### src/rtl/rxd_pkg.sv
package rxd_pkg;
    // One window slot: positive rail (or decoded data), negative rail, violation flag
    typedef struct packed {
        logic p;
        logic n;
        logic viol;
    } rxd_sym_t;

    // Polarity of the most recent mark
    typedef enum logic [1:0] {
        PS_NONE = 2'd0,
        PS_POS  = 2'd1,
        PS_NEG  = 2'd2
    } rxd_pol_e;

    // Positions held before release; HDB3 substitutions span four bits
    localparam int WIN_DEPTH = 4;
    localparam int SUB_SPAN  = WIN_DEPTH - 1;
endpackage

### src/rtl/rxd_edge_sync.sv
module rxd_edge_sync #(
    parameter int SYNC_STAGES = 2
) (
    input  logic clk,
    input  logic rst_n,
    input  logic lvl_i,
    output logic rise_o,
    output logic fall_o,
    output logic lvl_q_o
);
    logic [SYNC_STAGES-1:0] chain;
    logic                   dly;

    generate
        for (genvar g = 0; g < SYNC_STAGES; g++) begin : g_sync
            always_ff @(posedge clk or negedge rst_n) begin
                if (!rst_n) chain[g] <= 1'b0;
                else if (g == 0) chain[g] <= lvl_i;
                else chain[g] <= chain[(g > 0) ? g - 1 : 0];
            end
        end
    endgenerate

    always_ff @(posedge clk or negedge rst_n) begin
        if (!rst_n) dly <= 1'b0;
        else        dly <= chain[SYNC_STAGES-1];
    end

    assign rise_o  = chain[SYNC_STAGES-1] & ~dly;
    assign fall_o  = ~chain[SYNC_STAGES-1] & dly;
    assign lvl_q_o = dly;
endmodule

### src/rtl/rxd_window.sv
module rxd_window
    import rxd_pkg::*;
(
    input  logic     clk,
    input  logic     rst_n,
    input  logic     shift_en,
    input  logic     in_pos,
    input  logic     in_neg,
    input  logic     dual_rail,
    input  logic     hdb3_en,
    output rxd_sym_t tail_o
);
    rxd_pol_e state, state_nx;
    rxd_sym_t win    [WIN_DEPTH];
    rxd_sym_t win_nx [WIN_DEPTH];

    logic is_mark, neg_only, same_pol, pat_zero, pat_bzz, valid_sub;
    rxd_sym_t new_sym;

    assign is_mark  = in_pos | in_neg;
    assign neg_only = in_neg & ~in_pos;

    // State register
    always_ff @(posedge clk or negedge rst_n) begin
        if (!rst_n) state <= PS_NONE;
        else        state <= state_nx;
    end

    // Transition and violation decode
    always_comb begin
        same_pol = 1'b0;
        state_nx = state;
        unique case (state)
            PS_NONE: same_pol = 1'b0;
            PS_POS:  same_pol = is_mark & ~neg_only;
            PS_NEG:  same_pol = is_mark & neg_only;
            default: same_pol = 1'b0;
        endcase
        if (shift_en && is_mark) state_nx = neg_only ? PS_NEG : PS_POS;
    end

    assign pat_zero  = ~win[0].p & ~win[1].p & ~win[2].p;
    assign pat_bzz   =  win[2].p & ~win[1].p & ~win[0].p;
    assign valid_sub = hdb3_en & same_pol & (pat_zero | pat_bzz);

    always_comb begin
        if (dual_rail) begin
            new_sym = '{p: in_pos, n: in_neg, viol: 1'b0};
        end else begin
            new_sym = '{p: is_mark & ~valid_sub, n: 1'b0,
                        viol: same_pol & ~valid_sub};
        end
        win_nx[0] = new_sym;
        for (int i = 1; i < WIN_DEPTH; i++) begin
            win_nx[i] = win[i-1];
            if (!dual_rail && valid_sub && i <= SUB_SPAN) win_nx[i].p = 1'b0;
        end
    end

    always_ff @(posedge clk or negedge rst_n) begin
        if (!rst_n) begin
            for (int i = 0; i < WIN_DEPTH; i++) win[i] <= '0;
        end else if (shift_en) begin
            for (int i = 0; i < WIN_DEPTH; i++) win[i] <= win_nx[i];
        end
    end

    assign tail_o = win[WIN_DEPTH-1];
endmodule

### src/rtl/rxd_out_stage.sv
module rxd_out_stage
    import rxd_pkg::*;
(
    input  logic     clk,
    input  logic     rst_n,
    input  logic     rise,
    input  logic     fall,
    input  logic     clk_lvl,
    input  rxd_sym_t tail,
    input  logic     dual_rail,
    input  logic     inv_pol,
    input  logic     mute_en,
    input  logic     sig_lost,
    input  logic     alm_test_n,
    output logic     rclk_o,
    output logic     rd_pos_o,
    output logic     rd_neg_o,
    output logic     los_n_o,
    output logic     loc_n_o
);
    logic inv_eff, out_stb, muted, q_pos, q_neg;

    assign inv_eff = dual_rail & inv_pol;
    assign out_stb = inv_eff ? rise : fall;
    assign muted   = mute_en & sig_lost;

    always_ff @(posedge clk or negedge rst_n) begin
        if (!rst_n) begin
            q_pos <= 1'b0;
            q_neg <= 1'b0;
        end else if (out_stb) begin
            q_pos <= tail.p;
            q_neg <= dual_rail ? tail.n : tail.viol;
        end
    end

    always_comb begin
        rclk_o   = muted ? ~inv_eff : clk_lvl;
        rd_pos_o = muted ? inv_eff : (q_pos ^ inv_eff);
        if (!dual_rail && !alm_test_n) rd_neg_o = 1'b1;
        else                           rd_neg_o = muted ? inv_eff : (q_neg ^ inv_eff);
        los_n_o  = ~sig_lost & alm_test_n;
        loc_n_o  = ~muted & alm_test_n;
    end
endmodule

### src/rtl/rx_line_decoder.sv
module rx_line_decoder
    import rxd_pkg::*;
#(
    parameter int SYNC_STAGES = 2
) (
    input  logic clk,
    input  logic rst_n,
    input  logic rclk_i,
    input  logic rx_pos_i,
    input  logic rx_neg_i,
    input  logic dual_rail_i,
    input  logic hdb3_i,
    input  logic inv_pol_i,
    input  logic mute_en_i,
    input  logic sig_lost_i,
    input  logic alm_test_n_i,
    output logic rclk_o,
    output logic rd_pos_o,
    output logic rd_neg_o,
    output logic los_n_o,
    output logic loc_n_o
);
    logic     rise, fall, clk_lvl;
    rxd_sym_t tail;

    rxd_edge_sync #(.SYNC_STAGES(SYNC_STAGES)) u_sync (
        .clk(clk), .rst_n(rst_n), .lvl_i(rclk_i),
        .rise_o(rise), .fall_o(fall), .lvl_q_o(clk_lvl)
    );

    rxd_window u_win (
        .clk(clk), .rst_n(rst_n), .shift_en(rise),
        .in_pos(rx_pos_i), .in_neg(rx_neg_i),
        .dual_rail(dual_rail_i), .hdb3_en(hdb3_i), .tail_o(tail)
    );

    rxd_out_stage u_out (
        .clk(clk), .rst_n(rst_n), .rise(rise), .fall(fall),
        .clk_lvl(clk_lvl), .tail(tail), .dual_rail(dual_rail_i),
        .inv_pol(inv_pol_i), .mute_en(mute_en_i), .sig_lost(sig_lost_i),
        .alm_test_n(alm_test_n_i), .rclk_o(rclk_o), .rd_pos_o(rd_pos_o),
        .rd_neg_o(rd_neg_o), .los_n_o(los_n_o), .loc_n_o(loc_n_o)
    );
endmodule

### config.mk
export PLATFORM = sky130hd
export DESIGN_NAME = rx_line_decoder
export DESIGN_NICKNAME = d
export VERILOG_FILES = /design/src/rtl/rxd_pkg.sv /design/src/rtl/rxd_edge_sync.sv /design/src/rtl/rxd_window.sv /design/src/rtl/rxd_out_stage.sv /design/src/rtl/rx_line_decoder.sv
export SDC_FILE = /design/constraint.sdc
export NUM_CORES = 1
export LEC_CHECK = 0
export BUFFER_PORTS_ARGS = -buffer_cell sky130_fd_sc_hd__buf_2
export CAP_MARGIN = 20
export CORE_MARGIN = 4
export CORE_UTILIZATION = 52
export DETAILED_ROUTE_END_ITERATION = 10
export PLACE_DENSITY = 0.85
export SYNTH_ARGS = -nofsm -noshare
export SYNTH_HDL_FRONTEND = slang
export SYNTH_HIERARCHICAL = 1
export SYNTH_SLANG_ARGS = --single-unit
### constraint.sdc
create_clock -name clk -period 1.5 [get_ports clk]
set_input_delay 0.3 -clock clk [delete_from_list [all_inputs] [get_ports clk]]
set_output_delay 0.3 -clock clk [all_outputs]
set_load 0.005 [all_outputs]
### Yosys cells after proc, flatten, opt, wreduce, memory -nomap -nowiden

Index checks and enable logic that the tools add are counted.

* equality and inequality tests: 2
* reductions and logical operators: 5
* bitwise gates (word level): 32
* muxes and demuxes: 12

Operators with widths (count)
* $and 1x1->1: 17
* $not 1->1: 11
* $mux 1: 9
* $logic_and 1x1->1: 3
* $mux 3: 1
* $eq 2x1->1 const B: 1
* $eq 2x2->1 const B: 1
* $logic_not 1->1: 2
* $mux 2: 1
* $or 1x1->1: 2
* $pmux 1 s2: 1
* $xor 1x1->1: 2

* input port bits: 11
* bits in registers: 19
* logic and storage cells: 69
* output and inout bits: 5

### Longest topological paths before layout

Gate-level depths: netlist of run 1.

* depth in word-level cells: 10
* depth in mapped cells: 5
* gate-level depth less buffers: 5

### By module

Netlist of run 1, hierarchy kept.

Modules (own cells, without submodules)
* rxd_window: seq. area each 350.3 um^2, cells each 50, instances 1, area an instance 626.9 um^2
* rxd_out_stage: seq. area each 50.0 um^2, cells each 17, instances 1, area an instance 168.9 um^2
* rxd_edge_sync: seq. area each 75.1 um^2, cells each 5, instances 1, area an instance 90.1 um^2

### Worst setup path before layout of run 1

OpenSTA, ideal clock, no wires.

* kind: register to register
* from: reg u_sync.dly (netlist: u_sync/lvl_q_o)
* to: reg, netlist name u_win/win[11]
* buffers on the path: 1
* period minus slack after synthesis: 1400 ps
* slack: 100 ps
* cell stages (with the launch flop): 6
* data required time: 1370 ps
* data arrival time: 1270 ps
* library setup time: 130 ps
* cell sequence: dfrtp_1 nor2b_1 buf_6 or3b_1 a211oi_2 a211oi_1

* cells in the longest elaborated chain, start to end: 2

Ends and longest elaborated chain
* start: declaration: line rxd_edge_sync.sv:12 `logic dly;`
* start signal: assignment: line rxd_edge_sync.sv:26 `else dly <= chain[SYNC_STAGES-1];`
* $not 1->1: line rxd_edge_sync.sv:29 `assign rise_o = chain[SYNC_STAGES-1] & ~dly;`
* $and 1x1->1: line rxd_edge_sync.sv:29
* net rise: line rx_line_decoder.sv:23 `logic rise, fall, clk_lvl;`

The timed path passes the listed nets, and every way through them passes these cells.
A chain may end at the register's enable or synchronous reset.

### Worst setup path after layout of run 1

* from: reg u_out.q_neg
* to: out rd_neg_o

* cells in the longest elaborated chain, start to end: 3

Ends and longest elaborated chain
* start: declaration: line rxd_out_stage.sv:21 `logic inv_eff, out_stb, muted, q_pos, q_neg;`
* start signal: assignment: line rxd_out_stage.sv:33 `q_neg <= dual_rail ? tail.n : tail.viol;`
* $xor 1x1->1: line rxd_out_stage.sv:41 `else rd_neg_o = muted ? inv_eff : (q_neg ^ inv_eff);`
* $mux 1: line rxd_out_stage.sv:41
* $mux 1: line rxd_out_stage.sv:40 `if (!dual_rail && !alm_test_n) rd_neg_o = 1'b1;`
* end: declaration: line rx_line_decoder.sv:19 `output logic rd_neg_o,`

Every way passes these cells.

==> run_results.csv, run 1 <==
group,metric,value,unit
die,die_area,2430,um^2
critical_path,reg2reg_depth,5,
grt,grt_pass1_wl,2430,um
placement,post-place-ws,62.1,ps
critical_path,reg2reg_from,"u_win/state[0]$_DFFE_PN0P_",
clock_network,clkTransAtPathRegs,90,ps
worst_hold_path,whs_path_depth,1,
critical_path,cp-end-kind,"primary output",
die,initial_core_util,56.8,%
final_layout,layout.nets,103,
pwr,leakage,0.000479,uW
yosys,yosysTopAreaCell,"dfrtp_1",
timing,timing.hold.ws,107,ps
critical_path,worstPathRequired,1200,ps
critical_path,worst_ep_arrival_time,1180,ps
timing,fmax,675,MHz
grt,grt_antenna_before_repair,0,
placement,dp_hpwl,1080,um
clock_network,clk_latency,290,ps
yosys,synth_area_leaders,"dfrtp_1 54%, mux2_2 15%, a21oi_1 2.8%, buf_4 2.5%, mux2i_1 2.3%",
timing,post-route-period-util,98.8,%
outcome,status,"complete, no violations",
detailed_routing,dr.pass1.iters,3,
run,drv_cap,0,
yosys,async_reset_ff_share,100,%
yosys,synth_fp_nets,84,
yosys,synthSimpleGateAreaFrac,10.9,%
yosys,synth_edf_count,0,
timing,clock_skew,4.04,ps
clock_network,tritoncts,"done",
yosys,synthCells,72,
yosys,synth.distinct_cells,28,
yosys,synth_top_flop_cell,"dfrtp_1",
clock_network,numCtsBuffers,3,
yosys,synth_area,886,um^2
critical_path,startpoint_type,"flop",
yosys,synth_top_area_share,53.7,%
timing,tightest_slew,402,ps
final_layout,antenna_cells,0,
pwr,peakVddDrop,0.000685,V
die,ios,16,
yosys,ys_ff_latch,19,
yosys,synthAdderAreaFrac,1.41,%
timing,setup_tns,0,ps
placement,place.gp.congestion,0.789,
final_layout,final_cell_mix,"19 x dfrtp_1, 15 x buf_2, 12 x mux2_2, 4 x a21oi_1, 4 x inv_1",
final_layout,fill_cells,122,
detailed_routing,drt_iter0_drc,5,
pwr,power_density,1180,nW/um^2
worst_hold_path,hold_start,"rclk_i",
clock_network,cts_root_buffer,"clkbuf_4",
timing,slew_headroom,73.2,%
yosys,yosysSeqAreaShare,53.7,%
yosys,muxShareOfSynthArea,17.5,%
detailed_routing,drc_errors,0,
timing,hold_viol,0,
detailed_routing,routed_wl,1460,um
placement,io_buffers,15,
clock_network,htree_num_levels,1,
yosys,synth_top_family_by_area,"multiplexers",
die,rows,14,
worst_hold_path,hp-class,"primary input to flop",
final_layout,drive_gt1_share,44.4,%
die,chipWidth,49.3,um
detailed_routing,wl_per_cell,13.8,um
yosys,yosysWarnings,6,
detailed_routing,via_per_inst,5.49,
grt,grt_usage,13.4,%
yosys,syn_area_per_cell,12.3,um^2
yosys,synth-compound-area-share,8.47,%
timing,setup_viol,0,
clock_network,cts.sinks,19,
yosys,synth_xor_area_share,1.98,%
timing,slew_viol_final,0,
grt,grt_max_degree,20,
final_layout,areaGrowthSynthToFinish,15.0,%
worst_hold_path,worst_hold_path.endpoint,"u_sync/chain[0]$_DFF_PN0_",
grt,first_global_vias,573,
timing,setup_slack,17.9,ps
critical_path,r2r_slack,30,ps
detailed_routing,ant_nets,0,
grt,overflow,0,
timing,period_needed,1480,ps
timing,rsz0062_at_grt,"true",
critical_path,timing.rr.end,"u_win/tail_o[2]$_DFFE_PN0P_",
critical_path,criticalPathCategory,"flop to primary output",
final_layout,mostFrequentLayoutCell,"dfrtp_1",
detailed_routing,vias,582,
clock_network,clock_path_buffers,2,
die,core_area,1560,um^2
critical_path,critical_path_peak_fanout,2,
die,die_h,49.3,um
## how the worst max path moves through the flow
stage / slack [ps] / depth (start not counted) / from / to
after floorplan: 100 / 5 / u_sync/lvl_q_o$_DFF_PN0_ / u_win/win[11]$_DFFE_PN0P_
after global placement: 120 / 5 / u_win/state[0]$_DFFE_PN0P_ / u_win/win[11]$_DFFE_PN0P_
after detailed placement: 60 / 5 / u_win/state[0]$_DFFE_PN0P_ / u_win/win[11]$_DFFE_PN0P_
after CTS: -5 / 4 / u_out/q_neg$_DFFE_PN0P_ / rd_neg_o
after global routing: -80 / 4 / u_out/q_neg$_DFFE_PN0P_ / rd_neg_o
final: 20 / 4 / u_out/q_neg$_DFFE_PN0P_ / rd_neg_o
## repair_timing
action                     CTS  global route
pin swaps                    1             1
setup endpoints to repair    1             4
hold endpoints to repair    19             0
hold buffers                 1             0
gates resized for setup      2             3
setup buffers                0             2
## cell families (layout without fill, tap and decap cells)
group	after synthesis	after routing
AND/OR/NAND/NOR	16	16
AO/OA/AOI/OAI	11	11
adder cells (fa/ha/maj)	1	1
XOR/XNOR	2	2
flip-flops	19	19
buffers and inverters	9	27
multiplexers	14	14
## stage by stage
stage	utilization [%]	std cells	instance area (um^2)	total power, uW
finish	65.3	106	1020	1200
global route	65.3	106	1020	1280
CTS	63.5	104	990	1190
detailed placement	60.9	99	950	930
global placement	60.9	99	950	910
floorplan	-	72	886	868
## power breakdown
group / switching (uW) / leakage (uW) / internal (uW)
Clock: 144 / 0.0000150 / 104
Combinational: 114 / 0.000233 / 170
Sequential: 54.9 / 0.000231 / 615
## registers in the layout, indices dropped and copies added, names as in the netlist
| register | count |
|---|---|
| u_win/win | 9 |
| u_win/tail_o | 3 |
| u_sync/chain | 2 |
| u_win/state | 2 |
| u_out/q_neg | 1 |
| u_out/q_pos | 1 |
| u_sync/lvl_q_o | 1 |
## worst max-delay path, cell delays in order (launching register included)
cell and delay, ps:
dfrtp_1 390, a21boi_4 140, xnor2_1 120, a21oi_1 130, buf_2 120
## metal layers
layer | global-route usage (%) | wire length [um] | vias up
li1 | - | - | 281
met5 | 0 | 0 | -
met3 | 3.36 | 67 | 5
met2 | 22.1 | 700 | 15
met4 | 9.95 | 40 | 0
met1 | 14.6 | 652 | 281
## layout make-up
cell class	count	area, um^2	area share (%)
tap	16	20.0	1.97
clock buffer	4	26.3	2.58
inverter	4	15.0	1.47
multi-input combinational	44	374	36.7
timing repair buffer	19	108	10.6
sequential	19	475	46.7
## synth_stat cells (2+ instances only)
| cell | count |
|---|---|
| nand2_1 | 3 |
| inv_1 | 4 |
| a22o_1 | 2 |
| mux2_2 | 12 |
| a21oi_1 | 5 |
| buf_4 | 3 |
| dfrtp_1 | 19 |
| mux2i_1 | 2 |
| nor2_1 | 2 |
| nor2b_1 | 2 |
Note: power is estimated with default switching activity, not from simulation.
==> inputs of run 2 (changes only) <==
Settings changed: ABC_AREA set to 1, CORE_UTILIZATION 52 to 47, PLACE_DENSITY 0.85 to 0.82.
Clock period 1.5 ns to 1.32 ns, I/O delays scaled along.
==> run 2 against run 1 <==
  * Register-to-register slack improved by 30 ps
  * Cell area grew 6.0%
  * Utilization decreased by 4.1 points
  * Clock skew hardly changed
  * Combinational power down 4%
  * Final cell count is 51% higher
  * Routed wire length rose by 17%
  * Sequential share of layout area down 2.7 points
  * First-iteration DRC count rose to 6.6 times the previous value
  * Worst setup slack improved by 9.7 ps
  * Die area up 9.8%
  * Power grew 5.9%
  * Largest power group unchanged
==> run_results.csv, run 2 <==
group,metric,value,unit
outcome,status,"complete, no violations",
detailed_routing,vias,762,
clock_network,tritoncts,"done",
critical_path,r2r_slack,60,ps
final_layout,register_area,475,um^2
timing,setup_viol,0,
yosys,synth_top_area_share,53.1,%
grt,grt_usage,13.9,%
timing,clock_skew,4.18,ps
yosys,synth_edf_count,0,
yosys,synth_area_leaders,"dfrtp_1 53%, nand2_1 19%, inv_1 5.5%, o21ai_0 5.0%, nand3_1 3.4%",
placement,dp_hpwl,1180,um
pwr,peakVddDrop,0.000689,V
worst_hold_path,hold_start,"rclk_i",
timing,timing.hold.ws,69.7,ps
run,drv_cap,0,
timing,hold_viol,0,
detailed_routing,drt_iter0_drc,33,
clock_network,cts_root_buffer,"clkbuf_4",
critical_path,timing.rr.end,"u_win/tail_o[2]$_DFFE_PN0P_",
yosys,yosysWarnings,6,
clock_network,htree_num_levels,1,
critical_path,reg2reg_from,"u_win/state[0]$_DFFE_PN0P_",
yosys,yosysSeqAreaShare,53.1,%
yosys,synth_top_flop_cell,"dfrtp_1",
yosys,synth.distinct_cells,16,
timing,fmax,774,MHz
final_layout,multiInputGateArea,334,um^2
final_layout,drive_gt1_share,23.0,%
critical_path,worstPathRequired,1060,ps
grt,overflow,0,
timing,rsz0062_at_grt,"true",
clock_network,clkTransAtPathRegs,100,ps
critical_path,criticalPathCategory,"flop to primary output",
detailed_routing,ant_nets,0,
yosys,yosysTopAreaCell,"dfrtp_1",
final_layout,antenna_cells,0,
detailed_routing,dr.pass1.iters,4,
timing,tightest_slew,397,ps
pwr,leakage,0.000595,uW
final_layout,layout.nets,148,
die,chipWidth,51.6,um
pwr,power_density,1180,nW/um^2
pwr,total_power,1270,uW
grt,grt_antenna_before_repair,0,
clock_network,cts.sinks,19,
placement,io_buffers,15,
placement,place.gp.congestion,0.838,
die,die_h,51.6,um
final_layout,mostFrequentLayoutCell,"nand2_1",
critical_path,worst_ep_arrival_time,1030,ps
clock_network,clk_latency,290,ps
critical_path,cp-end-kind,"primary output",
timing,post-route-period-util,97.9,%
critical_path,reg2reg_depth,6,
die,core_area,1760,um^2
worst_hold_path,hp-class,"primary input to flop",
yosys,synth_area,895,um^2
timing,slew_viol_final,0,
yosys,ys_ff_latch,19,
detailed_routing,wl_per_cell,10.7,um
final_layout,fill_cells,163,
final_layout,areaGrowthSynthToFinish,20.7,%
critical_path,critical_path_peak_fanout,2,
worst_hold_path,worst_hold_path.endpoint,"u_sync/chain[0]$_DFF_PN0_",
die,initial_core_util,50.7,%
final_layout,largest_register_ffs,9,
die,ios,16,
yosys,synthCells,112,
clock_network,numCtsBuffers,3,
detailed_routing,via_per_inst,4.76,
final_layout,final_cell_mix,"45 x nand2_1, 19 x dfrtp_1, 16 x buf_2, 12 x inv_1, 9 x o21ai_0",
yosys,synthTopCellsByCount,"45 x nand2_1, 19 x dfrtp_1, 13 x inv_1, 9 x o21ai_0",
grt,first_global_vias,677,
detailed_routing,routed_wl,1710,um
clock_network,clock_path_buffers,2,
yosys,synth.most_common_cell,"nand2_1",
critical_path,startpoint_type,"flop",
final_layout,largest-register,"u_win/win",
yosys,async_reset_ff_share,100,%
detailed_routing,drc_errors,0,
grt,grt_pass1_wl,2780,um
yosys,syn_area_per_cell,7.99,um^2
grt,grt_max_degree,20,
die,rows,15,
timing,slew_headroom,73.5,%
die,die_area,2670,um^2
yosys,synth_fp_nets,124,
timing,period_needed,1290,ps
worst_hold_path,whs_path_depth,1,
-- run 2: per-stage QoR --
step	setup slack (ps)	std cells	setup TNS [ps]	area (um^2)	utilization, %
2_1_floorplan	212	112	0	895	-
3_3_place_gp	171	148	0	970	55.0
4_1_cts	-2.08	153	-2.08	1010	57.1
5_1_grt	-76.3	160	-111	1080	61.2
3_5_place_dp	93.7	148	0	970	55.0
6_report	27.6	160	0	1080	61.2
-- run 2: layout make-up --
cell class	instances	share of cell area, %
clock inverters	1	0.463
repair inverters	1	0.695
inverters	13	4.87
multi-input cells	75	30.9
flip-flops and latches	19	44.0
repair buffers	23	14.0
well taps	25	2.90
clock buffers	3	2.09
-- run 2: kinds of logic (layout without fill, tap and decap cells) --
kind of cell	count (synthesis)	count (layout)	share of synthesized area, %
buffers and inverters	18	41	9.79
DFF	19	19	53.1
AOI/OAI and AO/OA	13	13	7.83
xor gates and xnor gates	1	1	0.979
adders and majority gates	1	1	1.40
and+or+nand+nor	60	60	26.9
-- run 2: how the worst max path moves through the flow --
stage / startpoint / endpoint / slack (ps)
floorplan: u_sync/lvl_q_o$_DFF_PN0_ / u_win/win[10]$_DFFE_PN0P_ / 210
global placement: u_win/state[0]$_DFFE_PN0P_ / u_win/tail_o[2]$_DFFE_PN0P_ / 170
detailed placement: u_sync/lvl_q_o$_DFF_PN0_ / u_win/win[11]$_DFFE_PN0P_ / 90
CTS: u_out/q_pos$_DFFE_PN0P_ / rd_pos_o / -2
global route: u_out/q_pos$_DFFE_PN0P_ / rd_pos_o / -80
finish: u_out/q_pos$_DFFE_PN0P_ / rd_pos_o / 30
-- run 2: critical path, cell delays in order (launching register included) --
cell	delay (ps)
dfrtp_1	390
nand2_1	80
xor2_1	140
buf_2	130
-- run 2: timing repair --
action                     in CTS  in global routing
setup buffers                   0                  5
setup endpoints to repair       1                  9
pin swaps                       0                  2
hold buffers                    1                  0
hold endpoints to repair       19                  0
cloned                          0                  2
gates resized for setup         0                  4
-- run 2: report_power, final --
group	leakage, uW	internal (uW)	switching [uW]
clock	0.0000177	113	166
combinational	0.000337	125	148
sequential	0.000240	671	50.2
-- run 2: layer usage --
layer	vias up	track usage [%]	routed length, um	part of all wire, %
met1	344	19.1	772	45
met3	2	2.87	117	6.8
met2	28	20.8	808	47
met4	0	6.99	10	0.59
met5	-	0	0	0
li1	388	-	-	-
==> inputs of run 3 (changes only) <==
Clock period 1.32 ns to 1.05 ns, I/O delays scaled along.
==> run 3 against run 2 <==
  * The flow now finishes with violations (setup timing)
  * Utilization is 1.7 points higher
  * Routed wire length is 0.76% lower
  * Register-to-register slack worse by 240 ps
  * Worst hold slack worse by 45 ps
  * Power is 25% higher
  * Global-route usage is 0.72 points lower
  * Clock skew is 0.93 ps higher
  * Via count is 0.52% lower
  * Non-clock buffer count stayed put
==> run_results.csv, run 3 (synthesis gave the netlist of run 2 again) <==
group,metric,value,unit
pwr,comb_power_share,21.3,%
placement,dp.cells,151,
pwr,peakVddDrop,0.00120,V
die,die_h,51.6,um
timing,setup_viol,19,
pwr,power_frac_seq,56.9,%
critical_path,crit_family,"flip-flops",
final_layout,mostFrequentLayoutCell,"nand2_1",
die,rows,15,
worst_hold_path,worst_hold_path.endpoint,"u_sync/chain[0]$_DFF_PN0_",
clock_network,clock_path_buffers,2,
grt,grt_usage,13.2,%
critical_path,r2r_slack,-180,ps
timing,tightest_slew,393,ps
timing,clock_skew,5.11,ps
worst_hold_path,whs_path_depth,1,
die,initial_core_util,50.7,%
die,chipWidth,51.6,um
clock_network,cts.sinks,19,
placement,io_buffers,15,
final_layout,final_cell_mix,"41 x nand2_1, 19 x dfrtp_1, 15 x buf_2, 12 x inv_1",
final_layout,layout.nets,147,
timing,slew_viol_final,0,
detailed_routing,drc_errors,0,
detailed_routing,drt_iter0_drc,14,
critical_path,worst_ep_arrival_time,1040,ps
clock_network,clk_latency,290,ps
timing,timing.hold.ws,25.1,ps
clock_network,tritoncts,"done",
timing,fmax,798,MHz
worst_hold_path,hold_start,"rclk_i",
critical_path,startpoint_type,"flop",
critical_path,path_buf_inv,2,
timing,post-route-period-util,119,%
timing,period_needed,1250,ps
critical_path,reg2reg_from,"u_sync/lvl_q_o$_DFF_PN0_",
critical_path,crit_chain,"buf_6, nand2_1, o21ai_1, buf_2",
timing,slew_headroom,73.8,%
timing,hold_viol,0,
detailed_routing,via_per_inst,4.77,
final_layout,stdcell_count,159,
detailed_routing,wl_per_cell,10.7,um
die,die_area,2670,um^2
grt,grt_pass1_wl,2730,um
pwr,leakage,0.000601,uW
clock_network,numCtsBuffers,3,
timing,rsz0062_at_grt,"true",
critical_path,cpMaxStageDelayCell,"dfrtp_1",
critical_path,cp_num_cells,4,
die,core_area,1760,um^2
worst_hold_path,hp-class,"primary input to flop",
final_layout,largest-register,"u_win/win",
detailed_routing,ant_nets,0,
detailed_routing,dr.pass1.iters,4,
placement,dpl_cell_area,995,um^2
detailed_routing,vias,758,
pwr,swShare,28.8,%
placement,dp_hpwl,1310,um
critical_path,criticalPathCategory,"flop to primary output",
pwr,p_switching,460,uW
critical_path,timing.rr.end,"u_win/win[9]$_DFFE_PN0P_",
timing,setup_slack,-203,ps
clock_network,cts_root_buffer,"clkbuf_4",
critical_path,critical_path_peak_fanout,2,
outcome,status,"finished, violations left",
run,drv_cap,0,
pwr,p_clk_share,21.7,%
final_layout,fill_cells,177,
grt,grt_max_degree,20,
clock_network,htree_num_levels,1,
clock_network,clkTransAtPathRegs,100,ps
pwr,power_density,1440,nW/um^2
final_layout,areaGrowthSynthToFinish,24.1,%
pwr,power.internal,1130,uW
critical_path,reg2reg_depth,5,
critical_path,worstPathRequired,840,ps
final_layout,antenna_cells,0,
detailed_routing,routed_wl,1700,um
die,ios,16,
placement,place.gp.congestion,0.765,
outcome,failed_checks,"setup timing",
grt,grt_antenna_before_repair,0,
critical_path,cp-end-kind,"primary output",
final_layout,largest_register_ffs,9,
grt,overflow,0,
grt,first_global_vias,703,
final_layout,design_area,1110,um^2
final_layout,drive_gt1_share,27.6,%
critical_path,cp_slowest_stage_delay,410,ps
==> run 3: cell count changes in the layout (fill, tap and decap cells not counted), moves of 2 or more <==
| cell | before | now |
|---|---|---|
| clkinvlp_4 | 2 | 0 |
| nand2_2 | 2 | 6 |
| o21ai_1 | 1 | 6 |
| buf_4 | 4 | 2 |
| buf_6 | 1 | 5 |
| nand3_1 | 6 | 4 |
| o21ai_0 | 9 | 3 |
| nand2_1 | 45 | 41 |
==> run 3: worst max-delay path by stage <==
| stage | startpoint | to | slack [ps] |
|---|---|---|---|
| after floorplan | u_win/state[1]$_DFFE_PN0P_ | u_win/tail_o[2]$_DFFE_PN0P_ | -10 |
| after global placement | u_win/state[0]$_DFFE_PN0P_ | u_win/win[11]$_DFFE_PN0P_ | -90 |
| after detailed placement | u_win/state[0]$_DFFE_PN0P_ | u_win/win[11]$_DFFE_PN0P_ | -120 |
| after CTS | u_out/q_pos$_DFFE_PN0P_ | rd_pos_o | -210 |
| after global routing | u_out/q_neg$_DFFE_PN0P_ | rd_neg_o | -270 |
| final | u_sync/lvl_q_o$_DFF_PN0_ | rclk_o | -200 |
==> run 3: metrics by stage <==
| step | setup WS (ps) | TNS, ps | util, % | total power (uW) |
|---|---|---|---|---|
| floorplan | -11.2 | -22.4 | - | 1130 |
| global placement | -86.7 | -170 | 56.4 | 1200 |
| detailed placement | -120 | -418 | 56.4 | 1220 |
| CTS | -206 | -1770 | 59.6 | 1590 |
| global route | -274 | -3980 | 62.9 | 1710 |
| finish | -203 | -2410 | 62.9 | 1590 |
==> run 3: worst reg2reg max path: stages, from the launching register on <==
cell     delay, ps
dfrtp_1        410
buf_6          130
nor2_4         180
inv_1          200
nand2_1        120
o21ai_1         80
==> run 3: cell type report <==
cell class                      count  area, um^2  area share (%)
Clock buffer                        3        22.5            2.03
Clock inverter                      1        5.00           0.451
Inverter                           13        48.8            4.40
Multi-Input combinational cell     75         370            33.4
Sequential cell                    19         475            42.8
Tap cell                           25        31.3            2.82
Timing Repair Buffer               23         156            14.1
==> run 3: timing repair <==
item / in CTS / in global routing
hold buffers: 1 / 0
buffers inserted: 1 / 2
hold endpoints to repair: 19 / 0
pin swaps: 2 / 4
endpoints found under the setup margin: 13 / 19
gates resized for setup: 6 / 15
cloned: 0 / 0
==> run 3: metal layers <==
layer / track usage (%) / vias up / wire, um
met5: 0 / - / 0
met4: 4.37 / 0 / 10
met3: 2.01 / 2 / 96
met2: 24.2 / 20 / 898
met1: 15.7 / 353 / 689
li1: - / 383 / -
==> run 3: power groups by stage <==
stage                     Combinational [uW]  Sequential [uW]  Clock (uW)
after floorplan                          225              902           0
after global routing                     393              923         393
final                                    340              908         346
after detailed placement                 305              919           0
after CTS                                319              905         366
after global placement                   289              913           0
